**src/rtl/rme_pkg.sv**
```systemverilog
package rme_pkg;

    typedef enum logic [1:0] {
        OP_NONE  = 2'b00,
        OP_WB    = 2'b01,
        OP_INV   = 2'b10,
        OP_WBINV = 2'b11
    } maint_op_e;

    typedef enum logic {
        ST_IDLE  = 1'b0,
        ST_ISSUE = 1'b1
    } walk_st_e;

    localparam logic [11:0] RA_CFG    = 12'h901;
    localparam logic [11:0] RA_CTRL   = 12'h903;
    localparam logic [11:0] RA_RSTART = 12'h914;
    localparam logic [11:0] RA_REND   = 12'h916;

    localparam int CB_DIS   = 0;
    localparam int CB_MODE  = 6;
    localparam int CB_BUSY  = 8;
    localparam int CB_OPLO  = 9;
    localparam int CFGB_LSZ = 4;

    typedef struct packed {
        logic [2:0] rop;
        logic       mode;
        logic       dis;
    } ctrl_t;

endpackage

```
**src/rtl/rme_regs.sv**
```systemverilog
module rme_regs
    import rme_pkg::*;
#(
    parameter int RA_W          = 12,
    parameter int DW            = 32,
    parameter int AW            = 32,
    parameter int LSH           = 7,
    parameter int CFG_LINE_64   = 0,
    parameter int CFG_SIZE_CODE = 2,
    localparam int LIW          = AW - LSH
) (
    input  logic            clk,
    input  logic            rst_n,
    input  logic [RA_W-1:0] reg_addr,
    input  logic [DW-1:0]   reg_wdata,
    input  logic            reg_we,
    input  logic            busy,
    output logic [DW-1:0]   reg_rdata,
    output ctrl_t           ctrl_q,
    output logic [LIW-1:0]  end_line,
    output logic            launch,
    output logic [LIW-1:0]  launch_line
);

    logic [LIW-1:0] start_q;
    logic [LIW-1:0] end_q;
    logic           wr_ctrl, wr_start, wr_end;
    logic           unused_wlow;

    assign unused_wlow = &{1'b0, reg_wdata[LSH-1:0]};

    assign wr_ctrl  = reg_we && (reg_addr == RA_W'(RA_CTRL));
    assign wr_start = reg_we && (reg_addr == RA_W'(RA_RSTART));
    assign wr_end   = reg_we && (reg_addr == RA_W'(RA_REND));

    assign launch      = wr_start && !busy;
    assign launch_line = reg_wdata[AW-1:LSH];
    assign end_line    = end_q;

    always_ff @(posedge clk or negedge rst_n) begin
        if (!rst_n) begin
            ctrl_q  <= '0;
            start_q <= '0;
            end_q   <= '0;
        end else begin
            if (wr_ctrl) begin
                ctrl_q.dis <= reg_wdata[CB_DIS];
                if (!busy) begin
                    ctrl_q.mode <= reg_wdata[CB_MODE];
                    ctrl_q.rop  <= reg_wdata[CB_OPLO+2:CB_OPLO];
                end
            end
            if (launch) begin
                start_q <= reg_wdata[AW-1:LSH];
            end
            if (wr_end && !busy) begin
                end_q <= reg_wdata[AW-1:LSH];
            end
        end
    end

    always_comb begin
        reg_rdata = '0;
        case (reg_addr)
            RA_W'(RA_CFG): begin
                reg_rdata[CFGB_LSZ] = (CFG_LINE_64 != 0);
                reg_rdata[2:0]      = 3'(CFG_SIZE_CODE);
            end
            RA_W'(RA_CTRL): begin
                reg_rdata[CB_DIS]              = ctrl_q.dis;
                reg_rdata[CB_MODE]             = ctrl_q.mode;
                reg_rdata[CB_BUSY]             = busy;
                reg_rdata[CB_OPLO+2:CB_OPLO]   = ctrl_q.rop;
            end
            RA_W'(RA_RSTART): reg_rdata = DW'({start_q, {LSH{1'b0}}});
            RA_W'(RA_REND):   reg_rdata = DW'({end_q, {LSH{1'b0}}});
            default:          reg_rdata = '0;
        endcase
    end

endmodule

```
**src/rtl/rme_opsel.sv**
```systemverilog
module rme_opsel
    import rme_pkg::*;
(
    input  ctrl_t     ctrl,
    output maint_op_e op
);

    always_comb begin
        if (ctrl.rop == 3'b001) begin
            op = ctrl.mode ? OP_WBINV : OP_INV;
        end else begin
            op = OP_WB;
        end
    end

endmodule

```
**src/rtl/rme_walker.sv**
```systemverilog
module rme_walker
    import rme_pkg::*;
#(
    parameter int AW   = 32,
    parameter int LSH  = 7,
    localparam int LIW = AW - LSH
) (
    input  logic           clk,
    input  logic           rst_n,
    input  logic           launch,
    input  logic [LIW-1:0] launch_line,
    input  logic [LIW-1:0] end_line,
    input  maint_op_e      op_in,
    input  logic           req_ready,
    output logic           req_valid,
    output logic [AW-1:0]  req_addr,
    output logic [1:0]     req_op,
    output logic           busy
);

    walk_st_e       state_q, state_d;
    logic [LIW-1:0] cur_q, stop_q;
    maint_op_e      op_q;
    logic           nonempty, last_line, take;

    assign nonempty  = launch && (launch_line < end_line);
    assign last_line = ((cur_q + LIW'(1)) == stop_q);
    assign take      = (state_q == ST_ISSUE) && req_ready;

    always_ff @(posedge clk or negedge rst_n) begin
        if (!rst_n) state_q <= ST_IDLE;
        else        state_q <= state_d;
    end

    always_comb begin
        state_d = state_q;
        unique case (state_q)
            ST_IDLE:  if (nonempty) state_d = ST_ISSUE;
            ST_ISSUE: if (take && last_line) state_d = ST_IDLE;
            default:  state_d = ST_IDLE;
        endcase
    end

    always_ff @(posedge clk or negedge rst_n) begin
        if (!rst_n) begin
            cur_q  <= '0;
            stop_q <= '0;
            op_q   <= OP_NONE;
        end else if (state_q == ST_IDLE) begin
            if (nonempty) begin
                cur_q  <= launch_line;
                stop_q <= end_line;
                op_q   <= op_in;
            end
        end else if (take && !last_line) begin
            cur_q <= cur_q + LIW'(1);
        end
    end

    always_comb begin
        req_valid = (state_q == ST_ISSUE);
        busy      = (state_q == ST_ISSUE);
        req_addr  = {cur_q, {LSH{1'b0}}};
        req_op    = op_q;
    end

endmodule

```
**src/rtl/region_maint_engine.sv**
```systemverilog
module region_maint_engine
    import rme_pkg::*;
#(
    parameter int RA_W          = 12,
    parameter int DW            = 32,
    parameter int AW            = 32,
    parameter int CFG_LINE_64   = 0,
    parameter int CFG_SIZE_CODE = 2,
    localparam int LSH          = (CFG_LINE_64 != 0) ? 6 : 7,
    localparam int LIW          = AW - LSH
) (
    input  logic            clk,
    input  logic            rst_n,
    input  logic [RA_W-1:0] reg_addr,
    input  logic [DW-1:0]   reg_wdata,
    input  logic            reg_we,
    output logic [DW-1:0]   reg_rdata,
    output logic            req_valid,
    input  logic            req_ready,
    output logic [AW-1:0]   req_addr,
    output logic [1:0]      req_op
);

    ctrl_t          w_ctrl;
    logic [LIW-1:0] w_end_line, w_launch_line;
    logic           w_launch, w_busy;
    maint_op_e      w_op;

    rme_regs #(
        .RA_W(RA_W), .DW(DW), .AW(AW), .LSH(LSH),
        .CFG_LINE_64(CFG_LINE_64), .CFG_SIZE_CODE(CFG_SIZE_CODE)
    ) u_regs (
        .clk(clk), .rst_n(rst_n),
        .reg_addr(reg_addr), .reg_wdata(reg_wdata), .reg_we(reg_we),
        .busy(w_busy), .reg_rdata(reg_rdata), .ctrl_q(w_ctrl),
        .end_line(w_end_line), .launch(w_launch), .launch_line(w_launch_line)
    );

    rme_opsel u_opsel (
        .ctrl(w_ctrl), .op(w_op)
    );

    rme_walker #(.AW(AW), .LSH(LSH)) u_walk (
        .clk(clk), .rst_n(rst_n),
        .launch(w_launch), .launch_line(w_launch_line), .end_line(w_end_line),
        .op_in(w_op), .req_ready(req_ready),
        .req_valid(req_valid), .req_addr(req_addr), .req_op(req_op),
        .busy(w_busy)
    );

endmodule

```
**config.mk**
```make
export PLATFORM = sky130hd
export DESIGN_NAME = region_maint_engine
export DESIGN_NICKNAME = d
export VERILOG_FILES = /design/src/rtl/rme_pkg.sv /design/src/rtl/rme_regs.sv /design/src/rtl/rme_opsel.sv /design/src/rtl/rme_walker.sv /design/src/rtl/region_maint_engine.sv
export SDC_FILE = /design/constraint.sdc
export NUM_CORES = 1
export LEC_CHECK = 0
export BUFFER_PORTS_ARGS = -buffer_cell sky130_fd_sc_hd__buf_2
export CAP_MARGIN = 20
export CORE_UTILIZATION = 52
export CTS_CLUSTER_SIZE = 16
export DETAILED_ROUTE_END_ITERATION = 12
export PLACE_DENSITY_LB_ADDON = 0.2
export SKIP_CTS_REPAIR_TIMING = 1
export SYNTH_ARGS = -nofsm -noshare
export SYNTH_HDL_FRONTEND = slang
export SYNTH_SLANG_ARGS = --single-unit
```
**constraint.sdc**
```tcl
create_clock -name clk -period 3.05 [get_ports clk]
set_input_delay 0.305 -clock clk [delete_from_list [all_inputs] [get_ports clk]]
set_output_delay 0.305 -clock clk [all_outputs]
set_load 0.02 [all_outputs]
```
==> impl_metrics.yaml <==
route:
  routed-via-count: 6773
  postRouteWirelength_mm: 23.1
  ant_nets: 0
  drt_pre_antenna_iters: 5
  dr.first_iter.drc_count: 738
  drc: 0
  post_drt_via_cell_ratio: 6.12
  detail_route.wl_per_cell_um: 20.9
timing:
  maxSlewHeadroom_pct: 49.5
  min_period_over_period_pct: 97.6
  number_of_max_slew_violations_in_the_final_report: 0
  grt_setup_unrepaired: "true"
  hold_viol: 2
  fin_worst_skew_ns: 0.00756
  fin_crit_ns: 2.98
  setup_violations: 0
  final.setup.tns_ns: 0
  postLayoutSetupSlackWorst_ns: 0.0733
  timing.hold.ws_ns: -0.000750
  max_clock_freq_mhz: 336
  worstMarginPinSlew_ns: 0.757
clock_network:
  ctsLongestPathBuffers: 2
  cts_tree: "built"
  worstSkewPairLatency_ns: 0.35
  tritoncts_num_sinks: 108
  cts-root-buf: "sky130_fd_sc_hd__clkbuf_16"
  clock_tree.htree_level_count: 3
  clk_pin_slew_ns: 0.08
  numCtsBuffers: 9
power:
  p_per_area_nw_per_um2: 370
  post-layout-total-power_mw: 3.17
  power.switching_fraction_pct: 28.8
  clockPowerShare_pct: 35.9
  worst_vdd_drop_mv: 0.264
  power.switching_mw: 0.912
  seq_power_share_pct: 47.8
  cellLeakagePower_nw: 4.14
  cell_internal_pwr_mw: 2.25
  combinational_power_share_pct: 16.3
worst_setup_path:
  timing.critical_path.mode_cell: "sky130_fd_sc_hd__nor4_4"
  max_stage_delay_ns: 0.71
  setup.reg_to_reg.worst_slack_ns: 0.07
  worstPathRequired_ns: 3.32
  endpoint_kind: "flop"
  timing_worst_setup_path_type: "reg2reg"
  timing.critical_path.cells: "ha_4 > buf_4 > nand3_4 > nor4_4 > xnor2_1 > nor2_1 > or4b_2 > nor4_4 > buf_6 > o221ai_1 > a21oi_1"
  worst_setup_path_start_kind: "flop"
  cp_max_fo: 5
  slowest_stage: "sky130_fd_sc_hd__or4b_2"
  critical_path_arrival_ns: 3.25
synth:
  synth_warn: 0
  netlist_top_cells_count: "sky130_fd_sc_hd__dfrtp_1, sky130_fd_sc_hd__nand2_1, sky130_fd_sc_hd__o21ai_0"
  syn-cell-area_um2: 7060
  ys_async_sr_fraction_pct: 100
  post_synthesis_cells: 787
  post_synth_num_cell_types: 75
  postSynthAreaPerCell_um2: 8.97
  synth_top_area_cell: "sky130_fd_sc_hd__dfrtp_1"
  dominant_cell_by_count_in_the_synthesized_netlist: "sky130_fd_sc_hd__dfrtp_1"
  ys_dominant_reg_cell: "sky130_fd_sc_hd__dfrtp_1"
  yosys_reg_bits: 108
  synth_edf_count: 0
  area_share_of_the_largest_cell_type_after_synthesis_pct: 38.3
  synth.top_cells.by_area: "sky130_fd_sc_hd__dfrtp_1, sky130_fd_sc_hd__o21ai_0, sky130_fd_sc_hd__mux2_2, sky130_fd_sc_hd__nand2_1, sky130_fd_sc_hd__ha_1"
  yosysSeqAreaShare_pct: 38.3
outcome:
  outcome: "finished with violations"
  failed_checks: "hold timing"
grt:
  maximum_number_of_pins_on_one_net_before_global_route_repair: 70
  grt_remaining_overflow: 0
  grt_pass1_wl_mm: 36.3
  grt_use_total_pct: 33.9
  grt_pass1_vias: 6510
  grt_antenna_before_repair: 0
placed_design:
  number_of_cells_in_the_design_after_placement: 1088
  port_buffers: 98
  gp_congestion: 0.948
  dp_worst_setup_slack_ns: -0.0727
  dp.final_hpwl_mm: 17.9
  placed_cell_area_um2: 8110
layout:
  n_antenna_cell: 0
  area.growth.synth_to_final_pct: 21.3
  filler_cell_count: 1156
  finalInstanceArea_um2: 8560
  final_net_count: 999
  share_of_final_layout_standard_cells_stronger_than_drive_strength_1_pct: 29.0
  finish.cell_count_without_fillers: 1107
floorplan:
  floorplan.rows: 42
  floorplan.die_area_um2: 14000
  num_io_pins: 115
  initial_utilization_pct: 53.3
  die-width_um: 119
  die_height_um: 119
  core_um2: 13200
worst_hold_path:
  hp-class: "in2async"
flow_run:
  maxCapViolations: 0
cell usage in the layout, fill, tap and decap left out, types with 5 or more instances in the layout:
master                      instances
sky130_fd_sc_hd__a21oi_1           23
sky130_fd_sc_hd__xor2_1             9
sky130_fd_sc_hd__buf_2             97
sky130_fd_sc_hd__clkbuf_16          9
sky130_fd_sc_hd__nand2b_1           7
sky130_fd_sc_hd__and4_1             5
sky130_fd_sc_hd__dfrtp_1          102
sky130_fd_sc_hd__and2_1             6
sky130_fd_sc_hd__conb_1            11
sky130_fd_sc_hd__dfrtp_2            6
sky130_fd_sc_hd__inv_1             38
sky130_fd_sc_hd__o211a_1            5
sky130_fd_sc_hd__o22ai_1            8
sky130_fd_sc_hd__and3_1             5
sky130_fd_sc_hd__nand3_1           15
sky130_fd_sc_hd__nor3_1            28
sky130_fd_sc_hd__nand2_1           85
sky130_fd_sc_hd__mux2i_1           29
sky130_fd_sc_hd__o221ai_1           7
sky130_fd_sc_hd__xnor2_1           18
sky130_fd_sc_hd__buf_4             77
sky130_fd_sc_hd__mux2_2            34
sky130_fd_sc_hd__nor2_1            59
sky130_fd_sc_hd__o21ai_0           82
sky130_fd_sc_hd__nand4_1           24
sky130_fd_sc_hd__ha_1              24
stage by stage:
step	hold WS, ns	util [%]
floorplan	0.00941	-
global placement	0.409	61.3
detailed placement	0.420	61.3
CTS	0.0437	63.4
global route	0.0678	64.6
finish	-0.000750	64.6
routing by layer:
| layer | vias up | part of all wire, % | track usage [%] | wire length (µm) |
|---|---|---|---|---|
| met1 | 3277 | 43 | 48.3 | 10100 |
| met5 | - | 0 | 0 | 0 |
| met3 | 40 | 8.0 | 4.87 | 1840 |
| met4 | 0 | 2.3 | 10.6 | 521 |
| met2 | 349 | 46 | 53.5 | 10700 |
| li1 | 3107 | - | - | - |
cell families (layout without fill, tap and decap cells):
family,after synthesis,in the layout,synth area share (%)
adders and majority gates,25,25,4.43
AOI/OAI and AO/OA,181,181,16.3
and+or+nand+nor,279,279,20.3
xor gates and xnor gates,29,29,3.60
buffers and inverters,101,235,7.45
muxes,63,63,9.54
other,1,11,0.0531
DFF,108,108,38.3
power by group through the flow:
stage	logic [mW]	registers, mW	clock network (mW)
4_1_cts	0.502	1.51	1.15
3_3_place_gp	0.490	1.53	0
3_5_place_dp	0.500	1.54	0
2_1_floorplan	0.263	1.56	0
5_1_grt	0.557	1.52	1.20
6_report	0.516	1.51	1.14
state kept, by name, summed over array words and instances, names as in the netlist:
| signal | cells |
|---|---|
| u_walk.busy | 1 |
| u_walk.stop_q | 25 |
| u_regs.ctrl_q | 5 |
| u_regs.end_line | 25 |
| u_walk.req_op | 2 |
| u_walk.cur_q | 25 |
| u_regs.start_q | 25 |
path summary, 6_finish.rpt:
check,start,end,cells past startpoint
worst min-delay path,rst_n,u_walk.stop_q[4]$_DFFE_PN0P_,1
worst max-delay path,u_walk.cur_q[1]$_DFFE_PN0P_,u_walk.cur_q[14]$_DFFE_PN0P_,11
worst max register to register,u_walk.cur_q[1]$_DFFE_PN0P_,u_walk.cur_q[14]$_DFFE_PN0P_,11
min in group clk,reg_wdata[0],u_regs.ctrl_q[0]$_DFFE_PN0P_,2
worst min register to register,u_regs.start_q[19]$_DFFE_PN0P_,u_regs.start_q[19]$_DFFE_PN0P_,1
max in group asynchronous,rst_n,u_walk.cur_q[9]$_DFFE_PN0P_,2
critical path, delay by kind of cell (launching register included):
| kind | cells | cell delay, ns |
|---|---|---|
| XOR/XNOR | 1 | 0.16 |
| AO/OA/AOI/OAI | 2 | 0.24 |
| AND/OR/NAND/NOR | 5 | 1.64 |
| buffers and inverters | 2 | 0.29 |
| flip-flops | 1 | 0.39 |
| adder cells (fa/ha/maj) | 1 | 0.16 |
layout make-up:
type	instances	area, µm²	area share (%)
inverter	38	143	1.67
clock inverter	4	30.0	0.351
multi-input combinational	588	4030	47.1
clock buffer	12	246	2.88
sequential	108	2710	31.7
timing repair buffer	181	1180	13.8
tap	176	220	2.57
No activity file was read; power rests on OpenSTA's default activity.
